--- src/rtl/disp_pkg.sv ---
package disp_pkg;

  localparam logic [1:0] PRIO_FAVOR_Q0 = 2'b01;
  localparam logic [1:0] PRIO_FAVOR_Q1 = 2'b10;

  // Choose a queue among the candidates; favored queue wins when it is a candidate.
  function automatic logic pick_queue(input logic [1:0] cand,
                                      input logic [1:0] mode,
                                      input logic       rr_fav);
    logic fav;
    if (mode == PRIO_FAVOR_Q0)      fav = 1'b0;
    else if (mode == PRIO_FAVOR_Q1) fav = 1'b1;
    else                            fav = rr_fav;
    return cand[fav] ? fav : ~fav;
  endfunction

endpackage

--- src/rtl/disp_fifo.sv ---
module disp_fifo #(
  parameter int DATA_W = 16,
  parameter int DEPTH  = 4
) (
  input  logic              clk,
  input  logic              rst,
  input  logic              wr_en,
  input  logic [DATA_W-1:0] wr_data,
  input  logic              rd_en,
  output logic [DATA_W-1:0] rd_data,
  output logic              empty,
  output logic              full
);
  localparam int AW = (DEPTH > 1) ? $clog2(DEPTH) : 1;
  localparam int CW = $clog2(DEPTH + 1);
  localparam logic [AW-1:0] LAST = AW'(DEPTH - 1);
  localparam logic [CW-1:0] FULLC = CW'(DEPTH);

  logic [DATA_W-1:0] mem [DEPTH];
  logic [AW-1:0]     wp, rp;
  logic [CW-1:0]     cnt;

  // storage without reset so that a RAM can be inferred
  always_ff @(posedge clk) begin
    if (wr_en) mem[wp] <= wr_data;
  end

  always_ff @(posedge clk) begin
    if (rst) begin
      wp  <= '0;
      rp  <= '0;
      cnt <= '0;
    end else begin
      if (wr_en) wp <= (wp == LAST) ? '0 : wp + 1'b1;
      if (rd_en) rp <= (rp == LAST) ? '0 : rp + 1'b1;
      case ({wr_en, rd_en})
        2'b10:   cnt <= cnt + 1'b1;
        2'b01:   cnt <= cnt - 1'b1;
        default: cnt <= cnt;
      endcase
    end
  end

  assign rd_data = mem[rp];
  assign empty   = (cnt == '0);
  assign full    = (cnt == FULLC);

  AST_FIFO_NO_OVERFLOW: assert property (@(posedge clk) disable iff (rst) wr_en |-> !full);
  AST_FIFO_NO_UNDERFLOW: assert property (@(posedge clk) disable iff (rst) rd_en |-> !empty);

endmodule

--- src/rtl/disp_arbiter.sv ---
module disp_arbiter
  import disp_pkg::*;
(
  input  logic       clk,
  input  logic       rst,
  input  logic [1:0] avail,
  input  logic [3:0] mask,
  input  logic [1:0] mode,
  input  logic [1:0] core_idle,
  output logic [1:0] gnt_vld,
  output logic [1:0] gnt_q
);
  logic       rr_fav;
  logic [1:0] cand0, cand1, taken;

  always_comb begin
    cand0      = {avail[1] & mask[2], avail[0] & mask[0]} & {2{core_idle[0]}};
    gnt_vld[0] = |cand0;
    gnt_q[0]   = pick_queue(cand0, mode, rr_fav);
    taken      = gnt_vld[0] ? (gnt_q[0] ? 2'b10 : 2'b01) : 2'b00;
    cand1      = {avail[1] & mask[3], avail[0] & mask[1]} & {2{core_idle[1]}} & ~taken;
    gnt_vld[1] = |cand1;
    gnt_q[1]   = pick_queue(cand1, mode, rr_fav);
  end

  // pointer moves past the queue granted last; core 1 counts as later
  always_ff @(posedge clk) begin
    if (rst)             rr_fav <= 1'b0;
    else if (gnt_vld[1]) rr_fav <= ~gnt_q[1];
    else if (gnt_vld[0]) rr_fav <= ~gnt_q[0];
  end

  AST_ONE_QUEUE_ONE_CORE: assert property (@(posedge clk) disable iff (rst)
    (gnt_vld[0] && gnt_vld[1]) |-> (gnt_q[0] != gnt_q[1]));

endmodule

--- src/rtl/disp_core_track.sv ---
module disp_core_track #(
  parameter int DATA_W = 16,
  parameter int IDX_W  = 32,
  parameter int CNT_W  = 32
) (
  input  logic              clk,
  input  logic              rst,
  input  logic              grant,
  input  logic              grant_q,
  input  logic [IDX_W-1:0]  grant_idx,
  input  logic [DATA_W-1:0] grant_data,
  input  logic              done,
  output logic              busy,
  output logic              start,
  output logic              qid,
  output logic [IDX_W-1:0]  idx,
  output logic [DATA_W-1:0] data,
  output logic [CNT_W-1:0]  count
);
  always_ff @(posedge clk) begin
    if (rst) begin
      busy  <= 1'b0;
      start <= 1'b0;
      qid   <= 1'b0;
      idx   <= '0;
      data  <= '0;
      count <= '0;
    end else begin
      start <= 1'b0;
      if (grant) begin
        busy  <= 1'b1;
        start <= 1'b1;
        qid   <= grant_q;
        idx   <= grant_idx;
        data  <= grant_data;
      end else if (done && busy) begin
        busy  <= 1'b0;
        count <= count + 1'b1;
      end
    end
  end

  AST_GRANT_ONLY_IDLE: assert property (@(posedge clk) disable iff (rst) grant |-> !busy);
  AST_DONE_RETIRES: assert property (@(posedge clk) disable iff (rst)
    (done && busy) |=> (!busy && !start && count == $past(count) + 1'b1));
  AST_IDLE_DONE_NO_EFFECT: assert property (@(posedge clk) disable iff (rst)
    (done && !busy && !grant) |=> $stable(count));
  AST_START_SINGLE: assert property (@(posedge clk) disable iff (rst) start |-> busy);

endmodule

--- src/rtl/queue_core_dispatch.sv ---
module queue_core_dispatch #(
  parameter int DATA_W     = 16,
  parameter int FIFO_DEPTH = 4,
  parameter int IDX_W      = 32,
  parameter int CNT_W      = 32
) (
  input  logic                clk,
  input  logic                rst,
  input  logic [1:0]          q_enable,
  input  logic [3:0]          q_core_mask,
  input  logic [1:0]          prio_mode,
  input  logic [1:0]          fill_valid,
  input  logic [2*DATA_W-1:0] fill_data,
  output logic [1:0]          fill_ready,
  input  logic [1:0]          core_done,
  output logic [1:0]          core_start,
  output logic [2*DATA_W-1:0] core_data,
  output logic [1:0]          core_busy,
  output logic [1:0]          core_qid,
  output logic [2*IDX_W-1:0]  core_idx,
  output logic [2*CNT_W-1:0]  core_count
);
  localparam int NQ = 2;
  localparam int NC = 2;

  logic [NQ-1:0]     q_empty, q_full, q_pop, q_avail;
  logic [DATA_W-1:0] q_head [NQ];
  logic [IDX_W-1:0]  q_issued [NQ];
  logic [NC-1:0]     g_vld, g_q;

  assign fill_ready = q_enable & ~q_full;
  assign q_avail    = q_enable & ~q_empty;

  for (genvar q = 0; q < NQ; q++) begin : g_queue
    assign q_pop[q] = (g_vld[0] && (g_q[0] == 1'(q))) || (g_vld[1] && (g_q[1] == 1'(q)));

    disp_fifo #(.DATA_W(DATA_W), .DEPTH(FIFO_DEPTH)) i_fifo (
      .clk     (clk),
      .rst     (rst),
      .wr_en   (fill_valid[q] & fill_ready[q]),
      .wr_data (fill_data[q*DATA_W +: DATA_W]),
      .rd_en   (q_pop[q]),
      .rd_data (q_head[q]),
      .empty   (q_empty[q]),
      .full    (q_full[q])
    );

    always_ff @(posedge clk) begin
      if (rst)           q_issued[q] <= '0;
      else if (q_pop[q]) q_issued[q] <= q_issued[q] + 1'b1;
    end
  end

  disp_arbiter i_arb (
    .clk       (clk),
    .rst       (rst),
    .avail     (q_avail),
    .mask      (q_core_mask),
    .mode      (prio_mode),
    .core_idle (~core_busy),
    .gnt_vld   (g_vld),
    .gnt_q     (g_q)
  );

  for (genvar c = 0; c < NC; c++) begin : g_core
    disp_core_track #(.DATA_W(DATA_W), .IDX_W(IDX_W), .CNT_W(CNT_W)) i_trk (
      .clk        (clk),
      .rst        (rst),
      .grant      (g_vld[c]),
      .grant_q    (g_q[c]),
      .grant_idx  (q_issued[g_q[c]]),
      .grant_data (q_head[g_q[c]]),
      .done       (core_done[c]),
      .busy       (core_busy[c]),
      .start      (core_start[c]),
      .qid        (core_qid[c]),
      .idx        (core_idx[c*IDX_W +: IDX_W]),
      .data       (core_data[c*DATA_W +: DATA_W]),
      .count      (core_count[c*CNT_W +: CNT_W])
    );

    AST_GRANT_MASKED: assert property (@(posedge clk) disable iff (rst)
      g_vld[c] |-> q_core_mask[{g_q[c], 1'(c)}]);
    AST_GRANT_ENABLED: assert property (@(posedge clk) disable iff (rst)
      g_vld[c] |-> q_enable[g_q[c]]);
  end

endmodule

--- config.mk ---
export PLATFORM = sky130hd
export DESIGN_NAME = queue_core_dispatch
export DESIGN_NICKNAME = d
export VERILOG_FILES = /design/src/rtl/disp_pkg.sv /design/src/rtl/disp_fifo.sv /design/src/rtl/disp_arbiter.sv /design/src/rtl/disp_core_track.sv /design/src/rtl/queue_core_dispatch.sv
export SDC_FILE = /design/constraint.sdc
export NUM_CORES = 1
export LEC_CHECK = 0
export ABC_CLOCK_PERIOD_IN_PS = 3900
export BUFFER_PORTS_ARGS = -buffer_cell sky130_fd_sc_hd__buf_2
export CAP_MARGIN = 40
export CORE_MARGIN = 4
export CORE_UTILIZATION = 50
export CTS_CLUSTER_DIAMETER = 120
export DETAILED_ROUTE_END_ITERATION = 10
export MAX_ROUTING_LAYER = met4
export PLACE_DENSITY = 0.71
export RECOVER_POWER = 25
export SLEW_MARGIN = 30
export SYNTH_ARGS = -nofsm -noshare
export SYNTH_HDL_FRONTEND = slang
export SYNTH_SLANG_ARGS = --single-unit
--- constraint.sdc ---
create_clock -name clk -period 3.9 [get_ports clk]
set_input_delay 0.78 -clock clk [delete_from_list [all_inputs] [get_ports clk]]
set_output_delay 0.78 -clock clk [all_outputs]
set_load 0.02 [all_outputs]
# After elaboration in Yosys (flattened, before gate mapping)

Memories as Yosys holds them, arrays and structs flattened. A register that Yosys moved wholly into a read port is not among the register bits.
Index checks and enable logic that the tools add are counted.

Shifts and indexed selects: 0
Order comparisons: 3
Equal/unequal tests: 12
Add/subtract/negate cells: 12
Bitwise operators: 24
Reductions and logical operators: 19
Divide/modulo/power cells: 0
Multipliers: 0
Multiplexer cells: 48

Operators with widths:

| kind                                                                | count |
|---|---|
| 32-bit by 1-bit adder with 32-bit output (second input constant)    | 4 |
| 16-bit two-way mux                                                  | 6 |
| 32-bit two-way mux                                                  | 2 |
| 1-bit two-way mux                                                   | 28 |
| 2-bit two-way mux                                                   | 10 |
| 2-bit == test (second input constant)                               | 7 |
| 3-bit one-hot mux with 2 select lines                               | 2 |
| 2-bit bitwise AND                                                   | 5 |
| 2-bit nonzero test                                                  | 5 |
| 2-bit by 1-bit adder with 2-bit output (second input constant)      | 4 |
| 2-bit inverter                                                      | 4 |
| 3-bit by 1-bit adder with 3-bit output (second input constant)      | 2 |
| 1-bit bitwise AND                                                   | 6 |
| 2-bit by 1-bit == test with 1-bit output (second input constant)    | 3 |
| 3-bit == test (second input constant)                               | 2 |
| 1-bit logical AND                                                   | 6 |
| 3-bit zero test                                                     | 2 |
| 3-bit by 1-bit subtractor with 3-bit output (second input constant) | 2 |
| 1-bit inverter                                                      | 5 |
| 2-bit >= comparator (second input constant)                         | 2 |
| 1-bit inverter with 2-bit output                                    | 2 |
| 2-bit AND reduction                                                 | 2 |
| 2-bit OR reduction                                                  | 2 |
| 1-bit logical OR                                                    | 2 |
| other kinds (2)                                                     | 3 |

Bits in registers: 117
Output and inout bits: 168
Logic and storage cells: 138
Memories: 3
Latch bits: 0
ROM bits: 0
Bits in writable memories: 192
Input port bits: 46

Memories:

| memory                | words | width | rd ports | clocked after Yosys merged registers in | write ports | line                      | RTL |
|---|---|---|---|---|---|---|---|
| g_queue[0].i_fifo.mem | 4     | 16    | 1        | 1                                       | 1           | disp_fifo.sv:19           | `logic [DATA_W-1:0] mem [DEPTH];` |
| g_queue[1].i_fifo.mem | 4     | 16    | 1        | 1                                       | 1           | disp_fifo.sv:19           |  |
| q_issued              | 2     | 32    | 4        | 2                                       | 2           | queue_core_dispatch.sv:28 | `logic [IDX_W-1:0] q_issued [NQ];` |

# Logic depth before layout (Yosys ltp)

Gate-level depths: netlist (run 1).

Word-level depth: 22
Gate-level depth with buffers: 11
Gate-level depth less buffers: 10

# Modules after synthesis

A second synthesis (run 1) with hierarchy kept.

Cells, all modules: 1467
Area total of the unflattened synthesis: 17231.5 µm²

Modules (own cells, without submodules):

| module              | cells an instance | area an instance (µm²) | seq. area each (µm²) | times used |
|---|---|---|---|---|
| disp_core_track     | 347               | 3314.4                 | 1661.6               | 2 |
| disp_fifo           | 132               | 2793.9                 | 2102.0               | 2 |
| queue_core_dispatch | 484               | 4825.9                 | 1921.8               | 1 |
| disp_arbiter        | 25                | 188.9                  | 20.0                 | 1 |

# Worst setup path after synthesis (run 1)

No wires, ideal clock.

Path kind: input port to flip-flop
Start point: input port prio_mode[1]
End point: register g_queue[1].i_fifo.cnt[2]
Data arrival time: 2912 ps
Path buffers: 1
Slack: 917 ps
Stages: 11
Library setup time: 70 ps
Data required time: 3830 ps
Path through: nor2b_1 -> a2111o_2 -> nand2_2 -> buf_2 -> a21oi_1 -> ha_1 -> inv_1 -> fa_1 -> xor2_1 -> or3_1 -> a21oi_1

Longest elaborated chain between the ends: 17
Elaborated cells on any way between the ends: 23
Classes of those cells: 4 x eq/ne; 11 x mux; 3 x bitwise; 5 x reduce/logical

Ends and longest elaborated chain:

| item                                                                               | line                      | RTL |
|---|---|---|
| from (decl)                                                                        | queue_core_dispatch.sv:11 | `input logic [1:0] prio_mode,` |
| 2-bit == test                                                                      | disp_pkg.sv:12            | `else if (mode == PRIO_FAVOR_Q1) fav = 1'b1;` |
| 1-bit two-way mux                                                                  | disp_pkg.sv:12            |  |
| 1-bit two-way mux (*)                                                              | disp_pkg.sv:11            | `if (mode == PRIO_FAVOR_Q0) fav = 1'b0;` |
| 1-bit two-way mux (not written as such) (2 in a row)                               | disp_pkg.sv:14            | `return cand[fav] ? fav : ~fav;` |
| 1-bit two-way mux                                                                  | disp_pkg.sv:14            |  |
| 2-bit two-way mux (2 in a row)                                                     | disp_arbiter.sv:20        | `taken = gnt_vld[0] ? (gnt_q[0] ? 2'b10 : 2'b01) : 2'b00;` |
| 2-bit inverter                                                                     | disp_arbiter.sv:21        | `cand1 = {avail[1] & mask[3], avail[0] & mask[1]} & {2{core_idle[1]}} & ~taken;` |
| 2-bit bitwise AND                                                                  | disp_arbiter.sv:21        |  |
| 1-bit two-way mux (not written as such) (2 in a row)                               | disp_pkg.sv:14            |  |
| 1-bit two-way mux                                                                  | disp_pkg.sv:14            |  |
| 1-bit logical AND                                                                  | queue_core_dispatch.sv:35 | `assign q_pop[q] = (g_vld[0] && (g_q[0] == 1'(q))) \|\| (g_vld[1] && (g_q[1] == 1'(q)));` |
| 1-bit logical OR (*)                                                               | queue_core_dispatch.sv:35 |  |
| via g_queue[1].i_fifo.rd_en                                                        | disp_fifo.sv:9            | `input logic rd_en,` |
| 2-bit by 1-bit == test with 1-bit output / 2-bit == test (equally long branches)   | disp_fifo.sv:36           | `case ({wr_en, rd_en})` |
| 3-bit one-hot mux with 2 select lines / 2-bit nonzero test (equally long branches) | -                         |  |
| to (signal assigned)                                                               | disp_fifo.sv:37           | `2'b10: cnt <= cnt + 1'b1;` |
| to (signal assigned)                                                               | disp_fifo.sv:38           | `2'b01: cnt <= cnt - 1'b1;` |
| to (signal assigned)                                                               | disp_fifo.sv:39           | `default: cnt <= cnt;` |
| to (decl)                                                                          | disp_fifo.sv:21           | `logic [CW-1:0] cnt;` |

Mark *: on every way through the listed nets, which the timed path passes. The rest lies on a longest branch. The select of a mux whose other input is x is not followed.
A chain may end at the register's enable or synchronous reset.

# Worst setup path in the final report (run 1)

Start point: register g_core[0].i_trk.busy
End point: register g_queue[1].i_fifo.cnt[2]

Longest elaborated chain between the ends: 16
Elaborated cells on any way between the ends: 21
Classes of those cells: 2 x eq/ne; 9 x mux; 4 x bitwise; 6 x reduce/logical

Ends and longest elaborated chain:

| item                                                                               | line                      | RTL |
|---|---|---|
| from (decl)                                                                        | disp_core_track.sv:13     | `output logic busy,` |
| from (signal assigned)                                                             | disp_core_track.sv:22     | `busy <= 1'b0;` |
| from (signal assigned)                                                             | disp_core_track.sv:31     | `busy <= 1'b1;` |
| from (signal assigned)                                                             | disp_core_track.sv:37     | `busy <= 1'b0;` |
| 2-bit inverter (*)                                                                 | queue_core_dispatch.sv:60 | `.core_idle (~core_busy),` |
| 2-bit bitwise AND (*)                                                              | disp_arbiter.sv:17        | `cand0 = {avail[1] & mask[2], avail[0] & mask[0]} & {2{core_idle[0]}};` |
| 1-bit two-way mux (not written as such) (2 in a row)                               | disp_pkg.sv:14            |  |
| 1-bit two-way mux                                                                  | disp_pkg.sv:14            |  |
| 2-bit two-way mux (2 in a row)                                                     | disp_arbiter.sv:20        |  |
| 2-bit inverter                                                                     | disp_arbiter.sv:21        |  |
| 2-bit bitwise AND                                                                  | disp_arbiter.sv:21        |  |
| 1-bit two-way mux (not written as such) (2 in a row)                               | disp_pkg.sv:14            |  |
| 1-bit two-way mux                                                                  | disp_pkg.sv:14            |  |
| 1-bit logical AND                                                                  | queue_core_dispatch.sv:35 |  |
| 1-bit logical OR (*)                                                               | queue_core_dispatch.sv:35 |  |
| via g_queue[1].i_fifo.rd_en                                                        | disp_fifo.sv:9            |  |
| 2-bit by 1-bit == test with 1-bit output / 2-bit == test (equally long branches)   | disp_fifo.sv:36           |  |
| 3-bit one-hot mux with 2 select lines / 2-bit nonzero test (equally long branches) | -                         |  |

Marks and branches as above.

==> impl_metrics.toml, run 1 <==
[synthesis]
syn_area_per_cell_sq_um = 11.3
syn_inst = 1468
syn_area_sq_mm = 0.0165
async_reset_ff_share_pct = 0
synth_ff_type = "edfxtp_1"
synth_cell_type_count = 65
ys_ff_latch = 377
yosysWarnings = 0
synth_edf_count = 192
seq_area_frac_synth_pct = 57.3
syn_nets = 1532

[timing]
worstMarginPinSlew_ns = 2.31
slew_headroom_pct = -53.8
fmax_ghz = 0.329
finalCritPeriodShare_pct = 77.9
min_period_ns = 3.04
setup_slack_ns = 0.863
finalHoldViolCount = 0
fin_worst_skew_ns = 0.0182
setup_violations = 0
rsz0062_at_grt = "no"
tns_ns = 0
final_max_slew_viol_count = 54

[floorplanning]
die_x_um = 190
core_area_sq_mm = 0.0325
initial_core_util_pct = 50.8
chipHeight_um = 190
io_pins = 214
num_rows = 66
die-area_sq_mm = 0.0360

[setup_path]
reg2regPathDepth = 10
slowest_delay_ns = 0.62
crit_type = "register to register"
reg2reg_to = "g_queue[1].i_fifo.cnt[2]"
r2r_start = "g_core[0].i_trk.busy"
cpMostUsedCell = "a21oi_1"
crit_chain = "nand3b_4 -> nor2_1 -> nand2_2 -> a21oi_1 -> ha_1 -> inv_1 -> fa_1 -> xor2_1 -> or3_1 -> a21oi_1"
crit_arrival_ns = 3.48
rrSetupSlack_ns = 0.86
cp_slowest_cell = "nor2_1"
cp.required_ns = 4.34
worstSetupEndpointType = "register"
critPathMaxFanout = 10
worstSetupStartpointType = "register"

[pwr]
swShare_pct = 32.6
pwr-share-comb_pct = 22.3
power_frac_seq_pct = 45.2
p_leak_nw = 7.03
pwr-share-clk_pct = 32.5
p_int_mw = 7.85
powerDensity_mw_per_mm2 = 606
ir_drop_mv = 0.466
switchingPower_mw = 3.80

[cts]
clkSlewWorstSetupHoldPaths_ns = 0.06
ctsRootBufferMaster = "clkbuf_16"
cts_inserted_buffers = 40
ctsResizeCount = 0
cts_setup_buffers = 0
clock_sinks = 377
h-tree-depth = 2
cts_hold_buf = 0
clock_latency_ns = 0.54
tritoncts = "built"
clk_path_buf_depth = 3

[worst_hold_path]
holdPathEnd = "g_queue[1].i_fifo.mem[1][9]"
min_delay_path_depth = 1
min_from = "fill_data[25]"
hp-class = "primary input to register"

[job]
maxCapViolCount = 1

[final_layout]
layout_common_cells = "292 x nor2_1, 192 x edfxtp_1, 185 x dfxtp_1, 172 x buf_2, 78 x xor2_1"
final_util_pct = 59.1
final_common_cell = "nor2_1"
fillers = 2772
final_nets = 1719
area_delta_synth_final_pct = 16.4
drive_gt1_share_pct = 19.3

[placement]
dp_slack_ns = 0.656
dp_hpwl_um = 26300
gp_congestion = 0.850
port_buffers = 213

[global_routing]
globalRouteOverflowTotal = 0
grt_start_max_net_pins = 68
grt_pass1_wl_um = 63700
antenna_found_initial = 4
grt_pass1_vias = 11914
grt_use_total_pct = 22.3

[route]
finalWirelength_um = 39900
postRouteAntennaNets = 0
firstDrtPassIters = 5
wl_per_cell_um = 18.7
first_iter_violations = 699
num_vias = 12078
drc = 0
via_per_inst = 5.66

[outcome]
status = "finished with violations"
failed_checks = "capacitance limit, slew limit"
-- power by group through the flow --
stage / logic (mW) / registers, mW / clock network, mW
6_report: 2.60 / 5.26 / 3.79
5_1_grt: 2.84 / 5.33 / 4.04
4_1_cts: 2.62 / 5.26 / 3.86
3_5_place_dp: 2.60 / 5.33 / 0
3_3_place_gp: 2.55 / 5.32 / 0
2_1_floorplan: 1.58 / 5.47 / 0
-- synth_stat cells (3+ instances only) --
master	instances	area (sq um)
nor2_1	291	1090
edfxtp_1	192	5770
dfxtp_1	185	3700
xor2_1	78	683
inv_1	68	255
nand2_1	57	214
nor4_1	56	350
nand3_1	52	260
a221o_1	48	480
clkbuf_1	42	158
xnor2_1	39	342
mux4_2	32	721
nand4_1	32	200
a2111oi_0	30	263
buf_2	27	135
and3_1	24	150
a21oi_1	22	110
a2111oi_1	18	180
nor3_1	17	85.1
ha_1	16	200
or3_1	15	93.8
and4_1	14	123
o21ai_0	13	65.1
buf_4	12	90.1
a31oi_1	8	50.1
buf_6	8	90.1
buf_1	5	18.8
nor2b_1	5	31.3
and2_1	4	25.0
nand2b_1	4	25.0
nand2_2	3	18.8
nor4_2	3	37.5
nor4_4	3	63.8
-- state kept, by name, indices dropped and copies added (netlist names), 4 cells and up, named ones only --
register / flops
g_queue.i_fifo.wp: 4
g_queue.i_fifo.mem: 128
g_queue.i_fifo.rp: 4
g_core.i_trk.count: 64
q_issued: 64
g_queue.i_fifo.cnt: 6
g_core.i_trk.data: 32
g_core.i_trk.idx: 64
-- routing by layer --
layer | share of wire, % | global-route usage (%)
met1 | 42 | 29.5
met2 | 48 | 35.2
met3 | 6.6 | 4.17
met4 | 2.8 | 7.51
met5 | 0 | -
-- layout make-up --
cell class	instances	area, sq um	share of cell area [%]
Antenna cell	4	10.0	0.0520
Clock buffer	49	1070	5.59
Clock inverter	25	273	1.42
Inverter	68	255	1.33
Multi-Input combinational cell	929	6360	33.1
Sequential cell	377	9470	49.2
Tap cell	442	553	2.87
Timing Repair Buffer	239	1240	6.45
-- worst max path at each step --
| stage | slack (ns) | start | depth (start not counted) | to |
|---|---|---|---|---|
| finish | 0.86 | g_core[0].i_trk.busy | 10 | g_queue[1].i_fifo.cnt[2] |
| global route | 0.64 | g_core[0].i_trk.busy | 10 | g_queue[1].i_fifo.cnt[2] |
| CTS | 0.97 | g_queue[1].i_fifo.cnt[2] | 10 | g_queue[0].i_fifo.cnt[2] |
| detailed placement | 0.66 | q_enable[1] | 10 | g_queue[1].i_fifo.cnt[2] |
| global placement | 0.74 | prio_mode[1] | 8 | q_issued[1][11] |
| floorplan | 0.92 | prio_mode[1] | 11 | g_queue[1].i_fifo.cnt[2] |
-- per-stage QoR --
stage	instance area (sq um)	hold slack, ns	power [mW]	cells
global route	19200	0.484	12.2	2133
finish	19200	0.489	11.7	2133
global placement	17900	0.479	7.87	2048
floorplan	16500	0.468	7.05	1468
detailed placement	17900	0.478	7.94	2052
CTS	19200	0.427	11.7	2126
-- worst max-delay path, delay by kind of cell, from the launching register on --
kind,cells,cell delay [ns]
simple gates,4,1.23
flops,1,0.39
xor+xnor,1,0.16
fa+ha+maj,2,0.63
buf+inv,1,0.07
compound gates,2,0.45
-- logic make-up (layout without fill, tap and decap cells) --
family,count (synthesis),in the layout,synth area share (%)
multiplexers,35,35,4.56
AND/OR/NAND/NOR,596,596,17.7
other,0,4,0
AO/OA/AOI/OAI,163,163,8.30
buffers and inverters,162,381,4.52
flip-flops,377,377,57.3
XOR/XNOR,117,117,6.20
adder cells (fa/ha/maj),18,18,1.45
(Power assumes the default switching activity.)
==> run 2, diff against run 1 <==
ABC_AREA = 1   (was default)
ABC_CLOCK_PERIOD_IN_PS = 2900   (was 3900)
PLACE_DENSITY = 0.7   (was 0.71)
clock period = 2.9 ns   (was 3.9 ns; I/O delays follow)
==> impl_metrics.toml, run 2 <==
[outcome]
status = "completed"

[pwr]
powerDensity_mw_per_mm2 = 741
total_power_mw = 15.5
ir_drop_mv = 0.459
p_leak_nw = 8.66

[floorplanning]
chipHeight_um = 197
core_area_sq_mm = 0.0355
die_x_um = 197
io_pins = 214
num_rows = 69
die-area_sq_mm = 0.0390
initial_core_util_pct = 50.6

[worst_hold_path]
holdPathEnd = "g_queue[1].i_fifo.mem[0][15]"
min_from = "fill_data[31]"
min_delay_path_depth = 1
hp-class = "primary input to register"

[cts]
ctsResizeCount = 0
cts_hold_buf = 0
ctsRootBufferMaster = "clkbuf_16"
clkSlewWorstSetupHoldPaths_ns = 0.06
clock_sinks = 377
h-tree-depth = 2
cts_inserted_buffers = 42
clock_latency_ns = 0.59
cts_setup_buffers = 0
clk_path_buf_depth = 3
tritoncts = "built"

[route]
num_vias = 16182
finalWirelength_um = 55200
via_per_inst = 5.55
postRouteAntennaNets = 0
wl_per_cell_um = 18.9
firstDrtPassIters = 8
first_iter_violations = 1648
drc = 0

[timing]
tns_ns = 0
setup_violations = 0
fmax_ghz = 0.387
rsz0062_at_grt = "no"
final_max_slew_viol_count = 0
worstMarginPinSlew_ns = 0.757
slew_headroom_pct = 49.5
min_period_ns = 2.59
finalCritPeriodShare_pct = 89.2
fin_worst_skew_ns = 0.0265
finalHoldViolCount = 0

[synthesis]
yosysTopAreaCellShare_pct = 32.1
synth_cell_type_count = 43
async_reset_ff_share_pct = 0
synth_edf_count = 192
synth_ff_type = "edfxtp_1"
syn_area_sq_mm = 0.0179
yosysMostFrequentCell = "nand2_1"
syn_nets = 2284
syn_area_per_cell_sq_um = 8.09
synth_commonest_cells = "495 x nand2_1, 274 x nand3_1, 263 x nor2_1"
yosysWarnings = 0
synthTopCellsByArea = "edfxtp_1 32%, dfxtp_1 21%, nand2_1 10%, nand3_1 7.6%, nor2_1 5.5%"
synth.largest_area_cell = "edfxtp_1"
ys_ff_latch = 377
seq_area_frac_synth_pct = 52.8
syn_inst = 2220

[global_routing]
globalRouteOverflowTotal = 0
grt_start_max_net_pins = 60
grt_pass1_wl_um = 85800
grt_use_total_pct = 28.5
grt_pass1_vias = 15432
antenna_found_initial = 3

[final_layout]
fillers = 3266
final_nets = 2480
finalNonFillerCells = 2914
largest_reg_flops = 128
final_util_pct = 58.9
layout_common_cells = "494 x nand2_1, 273 x nand3_1, 263 x nor2_1, 250 x inv_1, 192 x edfxtp_1"
drive_gt1_share_pct = 11.7
final_common_cell = "nand2_1"
multiInputGateArea_sq_mm = 0.00708
regArea_sq_mm = 0.00947
regMostFlops = "g_queue.i_fifo.mem"
area_delta_synth_final_pct = 16.4

[placement]
gp_congestion = 1.00
port_buffers = 213
place_inst = 2833
dp_hpwl_um = 38000

[setup_path]
cp_slowest_cell = "fa_1"
cp.required_ns = 3.35
slowest_delay_ns = 0.39
reg2reg_to = "g_queue[1].i_fifo.cnt[2]"
critPathMaxFanout = 4
crit_chain = "nor2_1 -> nand2_1 -> nand4_1 -> inv_1 -> nand3_1 -> nand2_1 -> nand2_2 -> ha_1 -> inv_1 -> fa_1 -> a21oi_1 -> o21ai_0 -> o21ai_0 -> a21oi_1"
worstSetupStartpointType = "register"
crit_arrival_ns = 3.04
rrSetupSlack_ns = 0.31
r2r_start = "g_queue[0].i_fifo.cnt[1]"
crit_type = "register to register"
reg2regPathDepth = 14
worstSetupEndpointType = "register"

[job]
maxCapViolCount = 0
==> run 2: cell types whose count changed after synthesis, moves of 53 or more <==
cell,change
o21ai_0,+99
nand2_1,+438
nor4_1,-55
xor2_1,-53
inv_1,+182
nand3_1,+222
a21oi_1,+62
==> run 2: layout make-up <==
class	count	area share [%]
antenna	3	0.0359
tap	461	2.76
timing repair buffer	251	6.33
sequential	377	45.3
inverter	255	4.61
clock inverter	14	0.994
multi-input combinational	1489	33.9
clock buffer	64	6.01
==> run 2: worst max path at each step <==
stage,to,startpoint,slack (ns),cells past startpoint
finish,g_queue[1].i_fifo.cnt[2],g_queue[0].i_fifo.cnt[1],0.31,14
global route,g_queue[1].i_fifo.cnt[2],g_queue[0].i_fifo.cnt[1],0.14,14
CTS,g_queue[1].i_fifo.cnt[2],g_queue[0].i_fifo.cnt[1],0.36,14
detailed placement,g_queue[1].i_fifo.cnt[2],q_core_mask[0],0.10,16
global placement,g_queue[0].i_fifo.cnt[2],q_core_mask[2],0.25,16
floorplan,q_issued[0][0],q_core_mask[2],0.19,6
==> run 2: where the power goes <==
group,internal [mW],leakage [nW],switching (mW)
clock,3.37,0.717,2.22
combinational,0.911,4.61,2.19
sequential,6.17,3.33,0.600
==> run 2: layer usage <==
layer  up-vias  wire (um)  GRT usage, %
li1       7749          -             -
met1      7590      22600          36.7
met2       711      26000          45.6
met3       132       4380          4.18
met4         0       2170          11.7
met5         -          0             -
==> run 2: critical path, delay by kind of cell, from the launching register on <==
family / cells / cell delay, ns
simple gates: 6 / 0.86
flops: 1 / 0.32
compound gates: 4 / 0.55
buf+inv: 2 / 0.17
fa+ha+maj: 2 / 0.56
==> run 2: metrics by stage <==
| step | worst slack, ns | hold WS, ns | area (sq um) |
|---|---|---|---|
| floorplan | 0.189 | 0.446 | 17900 |
| finish | 0.314 | 0.256 | 20900 |
| global placement | 0.247 | 0.455 | 19500 |
| detailed placement | 0.101 | 0.454 | 19500 |
| CTS | 0.360 | 0.182 | 21000 |
| global route | 0.138 | 0.255 | 20900 |
==> run 2: cell families (layout without fill, tap and decap cells) <==
kind of cell	count (synthesis)	in the layout	share of synthesized area, %
fa+ha+maj	18	18	1.34
xor+xnor	33	33	1.61
compound gates	265	265	8.20
simple gates	1173	1173	28.3
other cells	0	3	0
buf+inv	354	584	7.82
flops	377	377	52.8
==> run 3, diff against run 2 <==
RECOVER_POWER = default   (was 25)
SKIP_LAST_GASP = 1   (was default)
==> impl_metrics.toml, run 3 (synthesis gave the netlist of run 2 again) <==
[setup_path]
cp_slowest_cell = "fa_1"
crit_chain = "nor2_1 -> nand2_1 -> nand4_1 -> inv_1 -> nand3_2 -> nand2_2 -> nand2_2 -> ha_1 -> inv_1 -> fa_1 -> a21oi_1 -> o21ai_0 -> o21ai_0 -> a21oi_1"
r2r_start = "g_queue[0].i_fifo.cnt[1]"
cp.required_ns = 3.35
setup.worst_path.end = "g_queue[1].i_fifo.cnt[2]"
worst-path-stages = 14
critPathMaxFanout = 4
cpLargestDelayFamily = "simple AND/OR/NAND/NOR gates"
reg2reg_to = "g_queue[1].i_fifo.cnt[2]"
worstSetupStartpointType = "register"
crit_type = "register to register"
reg2regPathDepth = 14
rrSetupSlack_ns = 0.36
slowest_delay_ns = 0.39
timing.critical_path.from = "g_queue[0].i_fifo.cnt[1]"
path_buf_inv = 2
crit_arrival_ns = 2.99
worstSetupEndpointType = "register"

[floorplanning]
num_rows = 69
initial_core_util_pct = 50.6
die-area_sq_mm = 0.0390
chipHeight_um = 197
io_pins = 214
die_x_um = 197
core_area_sq_mm = 0.0355

[placement]
port_buffers = 213
gp_congestion = 1.00
dp_hpwl_um = 38000

[timing]
fin_worst_skew_ns = 0.0260
slew_headroom_pct = 52.6
setup_violations = 0
min_period_ns = 2.54
rsz0062_at_grt = "no"
worstMarginPinSlew_ns = 0.706
fmax_ghz = 0.394
tns_ns = 0
final_max_slew_viol_count = 0
finalCritPeriodShare_pct = 87.5
finalHoldViolCount = 0

[cts]
ctsResizeCount = 0
cts_setup_buffers = 0
cts_inserted_buffers = 42
cts_hold_buf = 0
tritoncts = "built"
clkSlewWorstSetupHoldPaths_ns = 0.06
clk_path_buf_depth = 3
clock_sinks = 377
clock_latency_ns = 0.59
ctsRootBufferMaster = "clkbuf_16"
h-tree-depth = 2

[route]
wl_per_cell_um = 19.0
num_vias = 16252
postRouteAntennaNets = 0
dr_wl_met2_um = 26100
wl_met1_um = 22500
finalWirelength_um = 55400
drc = 0
first_iter_violations = 1641
dr_wl_met3_um = 4560
firstDrtPassIters = 8
routed.top_layer = "met4"
via_per_inst = 5.57

[global_routing]
grt_pass1_vias = 15432
globalRouteOverflowTotal = 0
antenna_found_initial = 6
grt_start_max_net_pins = 60
grt_pass1_wl_um = 85800
grt_use_total_pct = 28.5

[final_layout]
area_delta_synth_final_pct = 16.9
final_common_cell = "nand2_1"
final_nets = 2480
layout_common_cells = "493 x nand2_1, 272 x nand3_1, 263 x nor2_1, 250 x inv_1, 213 x buf_2"
final_util_pct = 59.1
drive_gt1_share_pct = 14.3
fillers = 3219
largest_reg_flops = 128
regMostFlops = "g_queue.i_fifo.mem"

[job]
maxCapViolCount = 0

[worst_hold_path]
hp-class = "primary input to register"

[outcome]
status = "completed"

[pwr]
ir_drop_mv = 0.468
p_leak_nw = 8.88
powerDensity_mw_per_mm2 = 739
run 3: where the power goes:
| group | internal [mW] | switching, mW | total (mW) |
|---|---|---|---|
| Sequential | 6.17 | 0.601 | 6.77 |
| Clock | 3.37 | 2.22 | 5.60 |
| Combinational | 0.936 | 2.19 | 3.13 |
| Total | 10.5 | 5.02 | 15.5 |
run 3: per-layer routing:
metal	up-vias	GRT usage (%)
met5	-	-
met4	0	11.7
met3	135	4.18
met2	748	45.6
met1	7615	36.7
li1	7754	-
run 3: cell type report:
| class | count | area (sq um) | share of cell area, % |
|---|---|---|---|
| flip-flops and latches | 377 | 9470 | 45.1 |
| clock inverters | 14 | 208 | 0.990 |
| inverters | 255 | 962 | 4.59 |
| multi-input cells | 1489 | 7090 | 33.8 |
| diodes | 6 | 15.0 | 0.0716 |
| repair buffers | 251 | 1400 | 6.68 |
| well taps | 461 | 577 | 2.75 |
| clock buffers | 64 | 1260 | 5.99 |
run 3: worst min path at each step:
stage | from | cells past startpoint | endpoint | slack (ns)
final | fill_data[31] | 1 | g_queue[1].i_fifo.mem[0][15] | 0.21
after global placement | g_core[1].i_trk.qid | 2 | g_core[1].i_trk.qid | 0.46
after floorplan | g_core[0].i_trk.qid | 2 | g_core[0].i_trk.qid | 0.45
after detailed placement | g_core[0].i_trk.qid | 2 | g_core[0].i_trk.qid | 0.45
after CTS | fill_data[5] | 1 | g_queue[0].i_fifo.mem[3][5] | 0.18
after global routing | fill_data[31] | 1 | g_queue[1].i_fifo.mem[2][15] | 0.20
run 3: stage by stage:
step                setup slack (ns)  power [mW]  area, sq um  std cells  hold WS [ns]
finish                         0.362        15.5        21000       2917         0.211
global route                   0.168        16.2        21000       2917         0.199
CTS                            0.360        15.6        21000       2911         0.182
detailed placement             0.101        9.96        19500       2833         0.454
global placement               0.247        9.88        19500       2833         0.455
floorplan                      0.189        8.73        17900       2220         0.446
